==> config.mk <==
export PLATFORM = sky130hd
export DESIGN_NAME = coef_commit_buf
export DESIGN_NICKNAME = d
export VERILOG_FILES = /design/src/rtl/coef_commit_pkg.sv /design/src/rtl/coef_slot_bank.sv /design/src/rtl/coef_commit_seq.sv /design/src/rtl/coef_commit_buf.sv
export SDC_FILE = /design/constraint.sdc
export NUM_CORES = 1
export LEC_CHECK = 0
export BUFFER_PORTS_ARGS = -buffer_cell sky130_fd_sc_hd__buf_2
export CAP_MARGIN = 25
export CORE_UTILIZATION = 45
export DETAILED_ROUTE_END_ITERATION = 10
export GPL_ROUTABILITY_DRIVEN = 0
export HOLD_SLACK_MARGIN = 0.06
export PLACE_DENSITY = 0.75
export SLEW_MARGIN = 20
export SYNTH_ARGS = -nofsm -noshare
export SYNTH_HDL_FRONTEND = slang
export SYNTH_SLANG_ARGS = --single-unit
==> constraint.sdc <==
create_clock -name clk -period 4.8 [get_ports clk]
set_input_delay 0.96 -clock clk [delete_from_list [all_inputs] [get_ports clk]]
set_output_delay 0.96 -clock clk [all_outputs]
set_load 0.01 [all_outputs]
==> src/rtl/coef_commit_pkg.sv <==
package coef_commit_pkg;
  typedef enum logic [1:0] {
    SEQ_IDLE  = 2'd0,
    SEQ_ARMED = 2'd1,
    SEQ_COPY  = 2'd2
  } seq_state_t;
endpackage

==> src/rtl/coef_slot_bank.sv <==
module coef_slot_bank #(
  parameter int NSLOT  = 5,
  parameter int AW     = 12,
  parameter int DW     = 28,
  parameter int SLOT_W = 3
) (
  input  logic              clk,
  input  logic              rst_n,
  input  logic              wr_en,
  input  logic [SLOT_W-1:0] wr_idx,
  input  logic [AW-1:0]     wr_addr,
  input  logic [DW-1:0]     wr_data,
  input  logic              clr_all,
  input  logic [SLOT_W-1:0] rd_idx,
  output logic [AW-1:0]     rd_addr,
  output logic [DW-1:0]     rd_data,
  output logic              rd_vld,
  output logic [NSLOT-1:0]  vld_vec
);
  logic [AW-1:0] addr_q [NSLOT];
  logic [DW-1:0] data_q [NSLOT];

  for (genvar s = 0; s < NSLOT; s++) begin : g_slot
    logic hit;
    assign hit = wr_en && (wr_idx == SLOT_W'(s));
    always_ff @(posedge clk) begin
      if (!rst_n || clr_all) begin
        vld_vec[s] <= 1'b0;
      end else if (hit) begin
        vld_vec[s] <= 1'b1;
      end
      if (hit) begin
        addr_q[s] <= wr_addr;
        data_q[s] <= wr_data;
      end
    end
  end

  always_comb begin
    rd_addr = '0;
    rd_data = '0;
    rd_vld  = 1'b0;
    for (int s = 0; s < NSLOT; s++) begin
      if (rd_idx == SLOT_W'(s)) begin
        rd_addr = addr_q[s];
        rd_data = data_q[s];
        rd_vld  = vld_vec[s];
      end
    end
  end
endmodule

==> src/rtl/coef_commit_seq.sv <==
module coef_commit_seq
  import coef_commit_pkg::*;
#(
  parameter int NSLOT  = 5,
  parameter int SLOT_W = 3
) (
  input  logic              clk,
  input  logic              rst_n,
  input  logic              arm_req,
  input  logic              frame_start,
  input  logic              core_rd_en,
  input  logic              cur_vld,
  output logic [SLOT_W-1:0] cur_idx,
  output logic              pm_we,
  output logic              clr_all,
  output logic              idle,
  output logic              pending,
  output logic              done
);
  localparam logic [SLOT_W-1:0] LAST_IDX = SLOT_W'(NSLOT - 1);

  seq_state_t st_q;
  logic       step;

  // Empty slots cost one cycle each; filled slots wait for a free port.
  assign step    = (st_q == SEQ_COPY) && (!cur_vld || !core_rd_en);
  assign pm_we   = (st_q == SEQ_COPY) && cur_vld && !core_rd_en;
  assign clr_all = step && (cur_idx == LAST_IDX);
  assign idle    = (st_q == SEQ_IDLE);
  assign pending = !idle;

  always_ff @(posedge clk) begin
    if (!rst_n) begin
      st_q    <= SEQ_IDLE;
      cur_idx <= '0;
      done    <= 1'b0;
    end else begin
      unique case (st_q)
        SEQ_IDLE: if (arm_req) begin
          st_q <= SEQ_ARMED;
          done <= 1'b0;
        end
        SEQ_ARMED: if (frame_start) begin
          st_q    <= SEQ_COPY;
          cur_idx <= '0;
        end
        SEQ_COPY: if (step) begin
          if (cur_idx == LAST_IDX) begin
            st_q <= SEQ_IDLE;
            done <= 1'b1;
          end else begin
            cur_idx <= cur_idx + 1'b1;
          end
        end
        default: st_q <= SEQ_IDLE;
      endcase
    end
  end
endmodule

==> src/rtl/coef_commit_buf.sv <==
module coef_commit_buf #(
  parameter int NSLOT  = 5,
  parameter int AW     = 12,
  parameter int DW     = 28,
  parameter int SLOT_W = 3
) (
  input  logic              clk,
  input  logic              rst_n,
  input  logic              wr_valid,
  output logic              wr_ready,
  input  logic [SLOT_W-1:0] wr_slot,
  input  logic [AW-1:0]     wr_addr,
  input  logic [DW-1:0]     wr_data,
  input  logic              arm_req,
  input  logic              frame_start,
  input  logic              core_rd_en,
  output logic              pm_we,
  output logic [AW-1:0]     pm_addr,
  output logic [DW-1:0]     pm_data,
  output logic              pending,
  output logic              done
);
  logic              bank_wr_en;
  logic              clr_all;
  logic              cur_vld;
  logic              idle;
  logic [SLOT_W-1:0] cur_idx;
  logic [NSLOT-1:0]  vld_vec;

  assign wr_ready   = 1'b1;
  assign bank_wr_en = wr_valid && idle && (int'(wr_slot) < NSLOT);

  coef_slot_bank #(.NSLOT(NSLOT), .AW(AW), .DW(DW), .SLOT_W(SLOT_W)) u_bank (
    .clk(clk), .rst_n(rst_n), .wr_en(bank_wr_en), .wr_idx(wr_slot),
    .wr_addr(wr_addr), .wr_data(wr_data), .clr_all(clr_all),
    .rd_idx(cur_idx), .rd_addr(pm_addr), .rd_data(pm_data),
    .rd_vld(cur_vld), .vld_vec(vld_vec)
  );

  coef_commit_seq #(.NSLOT(NSLOT), .SLOT_W(SLOT_W)) u_seq (
    .clk(clk), .rst_n(rst_n), .arm_req(arm_req), .frame_start(frame_start),
    .core_rd_en(core_rd_en), .cur_vld(cur_vld), .cur_idx(cur_idx),
    .pm_we(pm_we), .clr_all(clr_all), .idle(idle), .pending(pending),
    .done(done)
  );
endmodule

# Yosys cells after proc, flatten, opt, wreduce, memory -nomap -nowiden

Memory sizes are Yosys's and may differ from the RTL's.
Index checks and enable logic that the tools add are counted.

Add/sub/neg operators: 1
Order comparisons: 1
Eq/ne operators: 15
Multiplexer cells: 62
Reduce and logical (&&, ||, !) cells: 33

Operators with widths:

| kind                  | number |
|---|---|
| $mux W28              | 9 |
| $reduce_or A28 Y1     | 4 |
| $mux W12              | 9 |
| $reduce_or A12 Y1     | 4 |
| $mux W3               | 11 |
| $mux W1               | 26 |
| $eq A3 B2 Y1 const B  | 4 |
| $reduce_and A4 Y1     | 3 |
| $logic_and A1 B1 Y1   | 11 |
| $mux W2               | 4 |
| $ne A2 B2 Y1 const B  | 4 |
| $eq A3 B1 Y1 const B  | 2 |
| $eq A3 B3 Y1 const B  | 2 |
| $logic_not A3 Y1      | 2 |
| $pmux W2 S3           | 1 |
| $pmux W3 S2           | 1 |
| $logic_not A1 Y1      | 4 |
| $reduce_bool A2 Y1    | 2 |
| $add A3 B1 Y3 const B | 1 |
| $lt A3 B3 Y1 const B  | 1 |
| $eq A2 B1 Y1 const B  | 1 |
| $eq A2 B2 Y1 const B  | 1 |
| $logic_not A2 Y1      | 1 |
| $logic_or A1 B1 Y1    | 2 |
| other kinds (2)       | 2 |

Flip-flop bits (word level): 11
RAM bits: 200
Logic and storage cells: 122
Memories kept: 2

Memory list:

| name          | depth | width | read ports | clocked after Yosys merged registers in | write ports | RTL line             | text |
|---|---|---|---|---|---|---|---|
| u_bank.data_q | 5     | 28    | 5          | 0                                       | 1           | coef_slot_bank.sv:21 | `logic [DW-1:0] data_q [NSLOT];` |
| u_bank.addr_q | 5     | 12    | 5          | 0                                       | 1           | coef_slot_bank.sv:20 | `logic [AW-1:0] addr_q [NSLOT];` |

# Longest topological paths before layout

Gate-level depths: netlist (run 1).

Depth after elaboration: 11
Depth in mapped cells: 8
Gate-level depth less buffers: 6

# Cells and area by module

From an unflattened synthesis (run 1), not the netlist that was laid out.

Cells, all modules: 536
Area, all modules: 8674.6 um2

By module, submodules not included:

| module          | instances | cells each | area each (um2) | seq. area each (um2) |
|---|---|---|---|---|
| coef_slot_bank  | 1         | 494        | 8318.0          | 6105.9 |
| coef_commit_seq | 1         | 38         | 334.1           | 120.1 |
| coef_commit_buf | 1         | 4          | 22.5            | 0.0 |

# Least setup slack after synthesis (run 1)

OpenSTA, ideal clock, no wires.

Path type: input to register
From: input port wr_slot[2]
To: memory u_bank.addr_q[2][0] (netlist: u_bank.addr_q[0][24]) (enable)
Library setup time: 439 ps
Arrival: 3147 ps
Required time: 4361 ps
Path slack: 1214 ps
Stages on the path: 3
Path buffers: 0
Cell sequence: nor4b_1 nand2_1 nor2_1

Elaborated cells on any way between the ends: 34
Classes of those cells: order compare: 1; eq/ne: 4; mux: 18; reduce/logical: 11

RTL lines:

| item                                                      | RTL line              | text |
|---|---|---|
| from (decl)                                               | coef_commit_buf.sv:11 | `input logic [SLOT_W-1:0] wr_slot,` |
| $lt A3 B3 Y1                                              | coef_commit_buf.sv:31 | `assign bank_wr_en = wr_valid && idle && (int'(wr_slot) < NSLOT);` |
| $logic_and A1 B1 Y1                                       | coef_commit_buf.sv:31 |  |
| $logic_and A1 B1 Y1 (*)                                   | coef_slot_bank.sv:25  | `assign hit = wr_en && (wr_idx == SLOT_W'(s));` |
| via u_bank.g_slot[2].hit                                  | coef_slot_bank.sv:24  | `logic hit;` |
| $mux W1 (*)                                               | coef_slot_bank.sv:32  | `if (hit) begin` |
| $mux W1 (not written as such) (*)                         | coef_slot_bank.sv:33  | `addr_q[s] <= wr_addr;` |
| $reduce_or A12 Y1 (no line)                               | --                    |  |
| $mux W3 (no line) or $mux W1 (tied branches) (3 in a row) | --                    |  |
| to (decl)                                                 | coef_slot_bank.sv:20  |  |

The timed path passes the listed nets; every way through them passes the cells marked *.

# Final worst setup path (run 1)

From: register u_seq.cur_idx[0]
To: output port pm_addr[7]

Cells in the longest elaborated chain, start to end: 6
Elaborated cells on any way between the ends: 10
Classes of those cells: eq/ne: 4; mux: 5; reduce/logical: 1

RTL lines:

| item                   | RTL line              | text |
|---|---|---|
| from (decl)            | coef_commit_seq.sv:13 | `output logic [SLOT_W-1:0] cur_idx,` |
| from (signal assigned) | coef_commit_seq.sv:52 | `cur_idx <= cur_idx + 1'b1;` |
| $logic_not A3 Y1       | coef_slot_bank.sv:44  | `if (rd_idx == SLOT_W'(s)) begin` |
| $mux W12 (4 in a row)  | coef_slot_bank.sv:44  |  |
| $mux W12 (*)           | coef_slot_bank.sv:44  |  |
| to (decl)              | coef_commit_buf.sv:18 | `output logic [AW-1:0] pm_addr,` |

Every way passes the cells marked *; elsewhere a longest branch is shown, timed or not.

==> results list, run 1 <==
- Status: finished clean
- Final routed DRC violation total: 0
- Reg area: 0.00623 mm²
- The critical path is of the flop to primary output type.
- Vias in the first global route: 4968
* Clock network fraction of total power: 0.427
- Initial antenna violation count: 1
- Clock input transition at the sequential cells of the worst setup and hold paths: 0.06 ns
- Synthesis Warnings: 0
* Post-synthesis async set-or-reset flop share: 0
- Largest net degree at the start of global routing: 84
- Slew Viols, Final: 0
* CTS H-tree lvls: 1
- For this run, the leading register cell type out of synthesis is edfxtp_1.
- Crit path to: pm_addr[7]
- Internal portion of total power: 3.08 mW
- The final layout contains 652 nets.
- STA puts the critical path data arrival time at 3.23 ns.
* Hold Fails Final Rpt: 0
- Ranked by instance count, the synthesized netlist is headed by edfxtp_1 (200), nand2_1 (46), o21a_1 (45).
* Number of cells produced by synthesis: 512
* Total Die Area: 0.0187 mm²
- The later pin in the worst-skew pair is clocked with a latency of just under 0.5 ns.
- For this design the static power due to leakage is 3.23 nW.
- Yosys attributes the largest share of cell area to edfxtp_1 (74%), a221oi_1 (4.3%), o311ai_1 (4.3%).
- HPWL Detailed: 9320 µm
- For the worst flop-to-flop path, the logic depth is 4.
* Setup TNS after final layout: 0 ns
- Peak supply drop: about 300 µV
- Summed over all layers, the global routing overflow is 0.
* Final min period: between 4 and 5 ns
- Synth Net Count: approximately 570
- The final layout contains routed wiring with a total length of 16800 µm.
* Number of register bits inferred by synthesis: 211
* Multi-input logic area: 0.00178 mm²
- Across every metal layer, demand over resource in global routing totals 0.183.
* CP endpoint kind: primary output
* Post-route core utilization: 0.551
* Count of inserted antenna diode cells: 0
- The pre-antenna-repair detailed-routing pass consisted of 4 iterations.
- Post-Synthesis Cell Area: about 0.0082 mm²
* Slew HR: 0.368
* Logic gate share of total power: 0.035
* Share of power burned in registers: 0.538
* Die outline height: 137 µm
- Starting Density: 0.467
* Number of buffers inserted by post-CTS setup repair: 0
* PD cells: 398 mW/mm²
* Launch point of the worst reg-to-reg path: u_seq.st_q[1]$_SDFFE_PN0P_
* Worst reg2reg path endpoint: u_bank.addr_q[0][31]$_DFFE_PP_
- Worst path setup slack after routing: 0.612 ns
* Required time of the critical path: around 3.8 ns
* Slowest stage cell, crit path: nor3b_4
- The largest single stage delay on the critical path is about 0.71 ns.
* Number of gates resized after cts: 0
- Via density per instance: 5.74
- Synthesized area divided by synthesized cell count: 15.9 µm²
* First-pass GRT wire length: 25900 µm
- Share of total power consumed by net switching: 0.195
* Cell accounting for the most synthesized area: edfxtp_1
* Unrepaired setup endpoints after global routing: false
- Prior to clock tree synthesis, the placed netlist has a worst setup slack of 1.14 ns.
* Clock sinks: approximately 210
- I/O pin total: 93
* Core Box Area: 0.0175 mm²
- Input and output buffers added on the ports amount to about 90.
- Yosys instantiated no cell more often than edfxtp_1.
- Post-route clock period utilization: 0.873
- CTS buffer count: 22
* Area growth, synth to finish: 18.1%
- CTS placed an instance of clkbuf_16 at the clock tree root.
- Initial DRC Count: 273
- Die X: between 100 and 150 µm
- The share of the Yosys chip area taken by registers is 0.764.
- The tightest min-delay check is of the flop to flop type.
- Counting distinct cell types in the post-synthesis netlist gives 37.
- Dividing the detail-routed wire length by the instance count gives 20.0 µm.
* Post-route insts no fill: 838
- Share of cells above drive strength 1: 0.241
- FF-to-FF setup slack: 2.33 ns
- Number of enable flip-flop cells after synthesis: 200
- Number of buffers on the longest clock path: 3
- Once placement completed, the tool counted placed cells totaling 796.
- Least-Margin Pin Slew: 0.947 ns
* Final setup vio count: 0
- In this run the core area contains 48 standard-cell rows.
* Clock tree from TritonCTS: built
- The filler cells instantiated in the layout total 1369.
- STA classifies the critical path startpoint as a flop.
- The clock arrives with around 0.0092 ns of skew.
- The detail route stage leaves a number of antenna-violating nets equal to 0.
- Sequence of cells on the critical path: inv_1 -> ha_1 -> nor3b_4 -> buf_4 -> a221oi_1 -> o311ai_1 -> o21a_1 -> buf_2
- Summing over every cut layer, the via total after detailed routing is between 4000 and 5000.
- The analysis attributes to net switching a power of 747 µW.
- Based on the critical path, the design can be clocked at up to between 200 and 250 MHz.
* Launching instance or port of the critical path: u_seq.cur_idx[0]$_SDFFE_PN0P_
* Largest driver fanout on the critical path: 24
- # Max-Cap Violations: 0
* Hold-fix buffers at CTS: 0
* Proportion of netlist area held by the largest area contributor: 0.737
worst max-delay path: cells and delay by family, from the launching register on:
| kind | cells | cell delay (ns) |
|---|---|---|
| buf+inv | 3 | 0.69 |
| simple gates | 1 | 0.71 |
| flops | 1 | 0.34 |
| compound gates | 3 | 0.70 |
| fa+ha+maj | 1 | 0.28 |
power by group through the flow:
stage               Clock, mW  Sequential (mW)  Combinational, mW
finish                   1.63             2.06              0.135
global route             1.73             2.06              0.149
CTS                      1.67             2.06              0.137
detailed placement          0             2.10              0.136
global placement            0             2.10              0.128
floorplan                   0             2.10             0.0670
worst min path at each step:
stage          depth (start not counted)  slack, ns                            from                              to
6_report                               1       0.48  u_bank.vld_vec[3]$_SDFFE_PP0P_  u_bank.vld_vec[3]$_SDFFE_PP0P_
5_1_grt                                1       0.50  u_bank.vld_vec[3]$_SDFFE_PP0P_  u_bank.vld_vec[3]$_SDFFE_PP0P_
4_1_cts                                1       0.48  u_bank.vld_vec[1]$_SDFFE_PP0P_  u_bank.vld_vec[1]$_SDFFE_PP0P_
3_5_place_dp                           1       0.46  u_bank.vld_vec[1]$_SDFFE_PP0P_  u_bank.vld_vec[1]$_SDFFE_PP0P_
3_3_place_gp                           1       0.45  u_bank.vld_vec[3]$_SDFFE_PP0P_  u_bank.vld_vec[3]$_SDFFE_PP0P_
2_1_floorplan                          1       0.44  u_bank.vld_vec[1]$_SDFFE_PP0P_  u_bank.vld_vec[1]$_SDFFE_PP0P_
logic make-up after synthesis:
| family | share of synthesized area |
|---|---|
| compound gates | 0.140 |
| fa+ha+maj | 0.00767 |
| buf+inv | 0.0244 |
| flops | 0.764 |
| mux | 0.00506 |
| other cells | 0.000460 |
| simple gates | 0.0586 |
cell type report:
class,instances,share of cell area
sequential,211,0.646
multi-input combinational,258,0.185
clock buffer,30,0.0656
timing repair buffer,100,0.0639
tap,225,0.0292
clock inverter,9,0.00831
inverter,5,0.00195
per-layer routing:
| metal | vias to the layer above | global-route usage | routed length, µm |
|---|---|---|---|
| met4 | 0 | 0.0494 | 292 |
| met5 | - | 0 | 0 |
| met3 | 25 | 0.0378 | 1020 |
| li1 | 2219 | - | - |
| met1 | 2397 | 0.227 | 6820 |
| met2 | 167 | 0.325 | 8650 |
registers in the layout, indices dropped and copies added, names as in the netlist:
| register | cells |
|---|---|
| u_seq.cur_idx | 3 |
| u_seq.done | 1 |
| u_bank.addr_q | 60 |
| u_bank.vld_vec | 5 |
| u_seq.st_q | 2 |
| u_bank.data_q | 140 |
cells in the final DEF (no fill, tap or decap), drive strengths merged, types with 3 or more instances in the layout:
cell / count
nand2: 46
ha: 5
buf: 100
nor2: 44
o21ai: 3
and2: 3
o21a: 45
mux2i: 3
a221oi: 40
edfxtp: 200
a21oi: 4
nor2b: 4
clkinv: 6
dfxtp: 11
inv: 6
clkbuf: 30
o311ai: 40
per-stage QoR:
step                      total power, mW  hold WS (ns)  instance area [µm²]
after global placement               2.23         0.450                 8790
after global routing                 3.95         0.497                 9630
after floorplan                      2.16         0.441                 8150
after detailed placement             2.24         0.462                 8840
after CTS                            3.87         0.477                 9550
final                                3.83         0.475                 9630
Power figures use the tool's default switching activity.
==> run 2, diff against run 1 <==
--- a/config.mk
+++ b/config.mk
@@ -7,6 +7,7 @@
 export LEC_CHECK = 0
 export BUFFER_PORTS_ARGS = -buffer_cell sky130_fd_sc_hd__buf_2
 export CAP_MARGIN = 25
+export CORE_ASPECT_RATIO = 1.2
 export CORE_UTILIZATION = 45
 export DETAILED_ROUTE_END_ITERATION = 10
 export GPL_ROUTABILITY_DRIVEN = 0
==> run 2 against run 1 <==
The run now ends with DRC left; hold slack improved by 0.011 ns; register-to-register slack worse by 0.05 ns; combinational power rose by 3%; worst setup slack improved by 0.14 ns; clock power about the same; critical path type unchanged.
==> results list, run 2 (synthesized netlist as in run 1, its figures left out) <==
* Kind of launch point of the worst setup path: flop
* CTS buffer count: 21 (-4.5%)
* Number of input and output port buffers inserted: 91 (unchanged)
- The final net count came to 651 (-0.15%).
- GRT busiest layer: met2
* Number of gates resized after cts: 0 (unchanged)
* Sum of buffers and inverters on the critical path: 3 (unchanged)
* Clock tree from TritonCTS: built
- CP endpoint kind: primary output
- The maximum frequency from static timing analysis was 247 MHz (+3.5%).
- Via density per instance: 5.82 (+1.4%)
- The largest registers in the layout are u_bank.data_q (140), u_bank.addr_q (60), u_bank.vld_vec (5).
- The transition time at the pin with the least slew margin is 0.979 ns (+0.0322 ns).
- Met1 usage in global routing: 0.218 (-0.00881)
- Slowest stage cell, crit path: nor3b_4
- Initial antenna violation count: 0 (-1)
- The total wirelength of the detailed-routed design was 17300 µm (+3.1%).
- Leading cell types in the layout, fill and taps excluded: edfxtp_1 (200), buf_2 (91), nand2_1 (45), o21a_1 (45), nor2_1 (43)
- The number of buffers on the longest clock path is 3 (unchanged).
- The number of setup buffers added after CTS came to 0 (unchanged).
- Register ranked first by flip-flop count: u_bank.data_q
* PD cells: 397 mW/mm² (-0.27%)
- The residual antenna-violating net count after detailed routing was 0 (unchanged).
- All-Layer GR Usage: 0.186 (+0.00305)
- The clock latency of the later-clocked register in the worst-skew pair came to 0.49 ns (about the same).
- First-pass GRT wire length: 26700 µm (+3.2%)
- Failing checks: DRC
* Met2 track demand over resource: 0.349 (+0.0243)
- The max-capacitance violation count was 0 (unchanged).
* Post-route clock period utilization: 0.843 (-0.0295)
- Setup skew after layout: 0.00662 ns (-0.00258 ns)
- The remaining routing DRC violations was 14 (+14).
- The I/O pin count is 93 (unchanged).
- Vias in the first global route: 5009 (+0.83%)
- The flow ran to the end, but the final reports show violations.
- Sequence of cells on the critical path: inv_1 -> ha_1 -> nor3b_4 -> buf_12 -> a221oi_1 -> o311ai_1 -> o21a_1 -> buf_2
- Leakage dissipation: 3.21 nW (-0.79%)
- Clock sinks: 211 (unchanged)
- Share of cells above drive strength 1: 0.232 (-0.00903)
- Peak supply drop: 331 µV (+13%)
- Setup TNS after final layout: 0 ns (unchanged)
- The placement row count is 53 (+10%).
* Launching instance or port of the critical path: u_seq.cur_idx[0]$_SDFFE_PN0P_
- Clock input transition at the sequential cells of the worst setup and hold paths: 0.06 ns (about the same)
* Count of inserted antenna diode cells: 0 (unchanged)
- HPWL Detailed: 9730 µm (+4.4%)
- Required time of the critical path: 3.84 ns (about the same)
* Total Die Area: 0.0187 mm² (about the same)
- Routed wire per std cell: 20.8 µm (+4.0%)
- Slew Viols, Final: 0 (unchanged)
- The total setup violations reported at the end of the flow is 0 (unchanged).
- Launch point of the worst reg-to-reg path: u_seq.st_q[1]$_SDFFE_PN0P_
- Worst setup path category: flop to primary output
* Cell class contributing the biggest share of worst-path delay: simple AND/OR/NAND/NOR gates
- The detailed-routing iteration count for the pre-antenna-repair pass is 7 (+3).
- Area growth, synth to finish: 17.6%
- The total overflow reported by the global router was 0 (unchanged).
* Max reg flops: 140 (unchanged)
- The highest net fanout along the worst path came to 25 (+4.2%).
* Hold-fix buffers at CTS: 0 (unchanged)
* Worst hold path type: flop to flop
- The count of filler cells inserted in the layout came to 1402 (+2.4%).
- CTS H-tree lvls: 1 (unchanged)
- Final min period: 4.05 ns (-0.141 ns)
- The remaining max-slew budget at the tightest pin is 0.347 (-0.0209).
- The number of violations reported at the end of detailed-routing iteration 0 was 358 (+31%).
* Total number of vias: 4835 (+0.56%)
* Critical hold path startpoint: u_bank.vld_vec[1]$_SDFFE_PP0P_
- Worst path setup slack after routing: 0.753 ns (+0.141 ns)
- Met3 routing resource usage after global routing: 0.0300 (-0.00775)
- Starting Density: 0.462 (-0.00430)
* Cell at the root of the clock tree: clkbuf_16
* Unrepaired setup endpoints after global routing: false
- The final hold violation count is 0 (unchanged).
- The largest stage delay on the critical path came to 0.73 ns (+0.02 ns).
* Worst setup slack after placement: 1.23 ns (+0.0871 ns)
- The standard cell core area came to 0.0176 mm² (+0.93%).
- Most common library cell in the layout ignoring fill and taps: edfxtp_1
- The die width was 125 µm (-8.6%).
* WP data arrival: 3.09 ns (-0.14 ns)
* Largest net degree at the start of global routing: 84 (unchanged)
- The floorplan die height was 149 µm (+9.4%).
-- run 2: layout make-up --
class / count / area [µm²] / area share
clock inverters: 12 / 133 / 0.0138
flip-flops and latches: 211 / 6230 / 0.650
clock buffers: 25 / 541 / 0.0564
inverters: 5 / 18.8 / 0.00196
well taps: 220 / 275 / 0.0287
multi-input cells: 258 / 1780 / 0.186
repair buffers: 100 / 613 / 0.0640
-- run 2: path summary, 6_finish.rpt --
kind,slack [ns],depth (start not counted),to
hold reg to reg,0.49,1,u_bank.vld_vec[1]$_SDFFE_PP0P_
setup reg to reg,2.28,4,u_bank.addr_q[0][33]$_DFFE_PP_
hold / removal,0.49,1,u_bank.vld_vec[1]$_SDFFE_PP0P_
setup / recovery,0.75,8,pm_data[17]
-- run 2: worst reg2reg max path, cell delays in order (launching register included) --
cell and delay [ns]:
dfxtp_1 0.39, nor4b_1 0.59, nand2_1 0.18, nor2_4 0.51, buf_4 0.50
-- run 2: routing by layer --
layer	vias to the layer above	part of all wire
li1	2214	-
met1	2426	0.39
met2	164	0.53
met3	31	0.056
met4	0	0.019
met5	-	0
-- run 2: power breakdown --
group	internal [mW]	switching [mW]	total (mW)
Clock	0.962	0.639	1.60
Sequential	2.05	0.0107	2.06
Combinational	0.0555	0.0833	0.139
Total	3.07	0.733	3.80
-- run 2: through the flow --
step	util	instances	hold slack (ns)	cell area, µm²	power (mW)
after floorplan	-	512	0.441	8150	2.16
after global placement	0.498	788	0.447	8790	2.23
final	0.543	831	0.486	9590	3.80
after detailed placement	0.502	791	0.466	8860	2.24
after CTS	0.540	828	0.480	9530	3.84
after global routing	0.543	831	0.512	9590	3.92
==> run 3, diff against run 2 <==
--- a/config.mk
+++ b/config.mk
@@ -5,6 +5,7 @@
 export SDC_FILE = /design/constraint.sdc
 export NUM_CORES = 1
 export LEC_CHECK = 0
+export ABC_AREA = 1
 export BUFFER_PORTS_ARGS = -buffer_cell sky130_fd_sc_hd__buf_2
 export CAP_MARGIN = 25
 export CORE_ASPECT_RATIO = 1.2
@@ -12,7 +13,7 @@
 export DETAILED_ROUTE_END_ITERATION = 10
 export GPL_ROUTABILITY_DRIVEN = 0
 export HOLD_SLACK_MARGIN = 0.06
-export PLACE_DENSITY = 0.75
+export PLACE_DENSITY = 0.77
 export SLEW_MARGIN = 20
 export SYNTH_ARGS = -nofsm -noshare
 export SYNTH_HDL_FRONTEND = slang
==> constraint.sdc (replaced) <==
create_clock -name clk -period 3.6 [get_ports clk]
set_input_delay 0.72 -clock clk [delete_from_list [all_inputs] [get_ports clk]]
set_output_delay 0.72 -clock clk [all_outputs]
set_load 0.01 [all_outputs]
==> run 3 against run 2 <==
The run still ends with DRC left; combinational power rose to 19 times the previous value; register-to-register slack got worse by 1.0 ns; non-clock buffer count rose by 6; die area rose by 0.94%; global-route usage fell by 0.88 points; count of clock-buffer cells in the layout rose by 4; final cell count rose by 14%; sequential cell count did not move; critical endpoint is now pm_data[26]; highest routed layer unchanged.
==> results list, run 3 <==
- The checks that failed: DRC.
* Post-DRT Antenna Nets: 0 (unchanged)
- The critical path goes through inv_1 -> ha_1 -> nor3b_2 -> buf_4 -> nand2_1 -> nand3_1 -> o211ai_1 -> a31oi_1 -> buf_2.
- Required time of the critical path: 2.88 ns (-0.96 ns)
- Cell accounting for the most synthesized area: edfxtp_1
- The total die area was 0.0188 mm² (+0.94%).
- The number of port buffers is 91 (unchanged).
- DRT Wirelength: 16500 µm (-4.5%)
- The I/O pin count is 93 (unchanged).
* Synthesis Warnings: 0 (unchanged)
- The worst supply voltage drop on vdd is 416 µV (+26%).
- The global-route wire length before repair came to 25900 µm (-3.2%).
- The flip-flop count of the largest register, all copies and words added was 140 (unchanged).
- Relative to the synthesized area, the layout overhead comes to 18.3%.
- The share of Yosys cell area claimed by the top area cell type is 0.730 (-0.00694).
* Cell types occupying the most area after synthesis: edfxtp_1 (73%), nand2_1 (6.6%), o211ai_1 (3.7%)
- The leakage power total was 3.49 nW (+8.8%).
* Initial antenna violation count: 1 (+1)
- Least-Margin Pin Slew: 0.731 ns (-0.248 ns)
- The final clock skew was 0.00674 ns (+0.000119 ns).
- Worst reg2reg path endpoint: u_bank.vld_vec[1]$_SDFFE_PP0P_
- Synth Net Count: 677 (+20%)
* Share of cells above drive strength 1: 0.214 (-0.0184)
* Launching instance or port of the critical path: u_seq.cur_idx[0]$_SDFFE_PN0P_
- Main flop type after synthesis: edfxtp_1
* Largest driver fanout on the critical path: 35 (+40%)
- Number of buffers on the longest clock path: 3 (unchanged)
- The overall via count from detail_route was 5057 (+4.6%).
- The mean routed wirelength per cell was 17.4 µm (-16%).
- Top flop regs: u_bank.data_q (140), u_bank.addr_q (60), u_bank.vld_vec (5)
- The post-cts resize count was 0 (unchanged).
- Setup repair after global routing left no endpoint under its margin.
- Post-route clock period utilization: 0.901
- The flow ran to the end, but the final reports show violations.
- Hold Fails Final Rpt: 0 (unchanged)
- TritonCTS built the clock tree.
- The worst slack on hold paths came to 0.455 ns (-0.0314 ns).
- In this run the most critical hold path is launched from wr_data[22].
* Die outline height: 150 µm (+0.47%)
* Worst setup path category: flop to primary output
* Launch point of the worst reg-to-reg path: u_seq.cur_idx[0]$_SDFFE_PN0P_
- Slew Viols, Final: 0 (unchanged)
* Post-Synthesis Cell Area: 0.00823 mm² (+0.95%)
* Die X: 125 µm (+0.47%)
- The largest stage delay on the critical path was 0.41 ns (-0.32 ns).
- The number of global-route vias before repair is 5036 (+0.54%).
* Number of enable flip-flop cells after synthesis: 200 (unchanged)
* Largest net degree at the start of global routing: 65 (-23%)
- The power density of the placed cells was 805 mW/mm² (+100%).
- The smallest clock period supported by the final layout is computed as 3.24 ns.
- The placement row count came to 53 (unchanged).
- The worst setup path is launched from a flop.
- The clock sink total is 211 (unchanged).
- The worst reg-to-reg setup slack was 1.26 ns (-1.02 ns).
- Leading cell types in the layout, fill and taps excluded: edfxtp_1 (200), nand2_1 (144), buf_2 (91)
- The worst reg2reg path depth is 10 (+6).
- Number of distinct standard cells referenced by the synthesized netlist: 27 (-27%)
- The portion of the post-synthesis area used by sequential elements came to 0.756 (-0.00720).
- CP endpoint kind: primary output
* Setup TNS after final layout: 0 ns (unchanged)
* Total global routing overflow: 0 (unchanged)
* Worst hold path type: input port to flop
* CTS buffer count: 20 (-4.8%)
- The clock latency of the later-clocked register in the worst-skew pair is 0.49 ns (about the same).
* Initial DRC Count: 268 (-25%)
- Via density per instance: 5.32 (-8.5%)
* Most common library cell in the layout ignoring fill and taps: edfxtp_1
* Design Power: 7.84 mW (+110%)
- The final net count is 769 (+18%).
- Final design area excluding fillers: 0.00974 mm² (+1.6%)
- The synthesized area per cell was 13.2 µm² (-17%).
- CTS H-tree lvls: 1 (unchanged)
- The total setup violations reported at the end of the flow was 0 (unchanged).
* Number of register bits inferred by synthesis: 211 (unchanged)
* # Max-Cap Violations: 0 (unchanged)
- Final routed DRC violation total: 14 (unchanged)
- Fill cell total of the finished layout: 1418 (+1.1%)
- Starting Density: 0.465 (+0.00265)
- Number of cells produced by synthesis: 623 (+22%)
* Slowest stage cell, crit path: buf_4
- In the post-synthesis netlist, the cell with the most instances is edfxtp_1.
- In this run the clock root is driven by a clkbuf_16.
- Sorting the synthesized cells by how often they occur yields edfxtp_1 (200), nand2_1 (145), nor2_1 (50).
- Number of buffers inserted by post-CTS setup repair: 0 (unchanged)
* Core Box Area: 0.0177 mm² (+0.38%)
- Detailed-router iteration count before antenna repair: 8 (+1)
- The worst hold path terminates at u_bank.data_q[0][78]$_DFFE_PP_.
- Post-synthesis async set-or-reset flop share: 0 (unchanged)
- Based on the critical path, the design can be clocked at up to around 300 MHz.
- Hold path cells: 1 (unchanged)
* Cell Area, Placed: 0.00902 mm² (+1.9%)
- HPWL Detailed: 9690 µm (-0.46%)
- Slew HR: 0.512 (+0.165)
* Clock input transition at the sequential cells of the worst setup and hold paths: 0.06 ns (about the same)
- Hold-fix buffers at CTS: 0 (unchanged)
* All-Layer GR Usage: 0.178 (-0.00881)
- Register ranked first by flip-flop count: u_bank.data_q
* WP data arrival: 2.52 ns (-0.57 ns)
run 3: cell count changes after synthesis, moves of 6 or more:
cell / change
nand2_1: +99
o21a_1: -45
nand3_1: +44
o211ai_1: +41
a221oi_1: -40
a31oi_1: +40
o311ai_1: -40
inv_1: +17
nor2_1: +6
run 3: area by class of cell:
| type | count | area (µm²) | share of cell area |
|---|---|---|---|
| Multi-Input combinational cell | 353 | 1860 | 0.191 |
| Inverter | 23 | 86.3 | 0.00887 |
| Timing Repair Buffer | 106 | 581 | 0.0596 |
| Tap cell | 220 | 275 | 0.0283 |
| Clock inverter | 7 | 135 | 0.0139 |
| Sequential cell | 211 | 6230 | 0.639 |
| Antenna cell | 1 | 2.50 | 0.000257 |
| Clock buffer | 29 | 577 | 0.0592 |
run 3: report_power, final:
group / internal, mW / total [mW] / switching [mW] / leakage (nW)
sequential: 2.83 / 2.88 / 0.0532 / 1.90
combinational: 1.01 / 2.70 / 1.70 / 1.24
clock: 1.40 / 2.25 / 0.846 / 0.348
run 3: how the worst max path moves through the flow:
stage	end	depth (start not counted)	slack [ns]
floorplan	u_bank.vld_vec[2]$_SDFFE_PP0P_	5	-0.13
global placement	pm_data[26]	9	0.90
detailed placement	pm_data[17]	9	0.84
CTS	pm_data[17]	9	0.32
global route	pm_addr[4]	9	0.16
finish	pm_data[26]	9	0.36
run 3: cell families (layout without fill, tap and decap cells):
| family | count (synthesis) | in the layout | share of synthesized area |
|---|---|---|---|
| AND/OR/NAND/NOR | 258 | 258 | 0.132 |
| buffers and inverters | 59 | 165 | 0.0292 |
| flip-flops | 211 | 211 | 0.756 |
| other | 1 | 2 | 0.000456 |
| adder cells (fa/ha/maj) | 5 | 5 | 0.00760 |
| AO/OA/AOI/OAI | 89 | 89 | 0.0740 |
run 3: metal layers:
metal / global-route usage / share of wire / up-vias / wire length, µm
met5: 0 / 0 / - / 0
met4: 0.0671 / 0.026 / 0 / 426
met3: 0.0291 / 0.044 / 37 / 728
met2: 0.332 / 0.53 / 117 / 8730
met1: 0.204 / 0.40 / 2434 / 6640
li1: - / - / 2469 / -
run 3: critical path, delay by kind of cell, from the launching register on:
| kind | cells | cell delay (ns) |
|---|---|---|
| AO/OA/AOI/OAI | 2 | 0.35 |
| buffers and inverters | 3 | 0.72 |
| flip-flops | 1 | 0.33 |
| adder cells (fa/ha/maj) | 1 | 0.25 |
| AND/OR/NAND/NOR | 3 | 0.38 |
run 3: per-stage QoR:
step                 util  cells  setup slack [ns]
global placement    0.510    913             0.899
finish              0.550    950             0.355
floorplan               -    623            -0.130
detailed placement  0.510    913             0.842
CTS                 0.550    949             0.322
global route        0.550    949             0.157
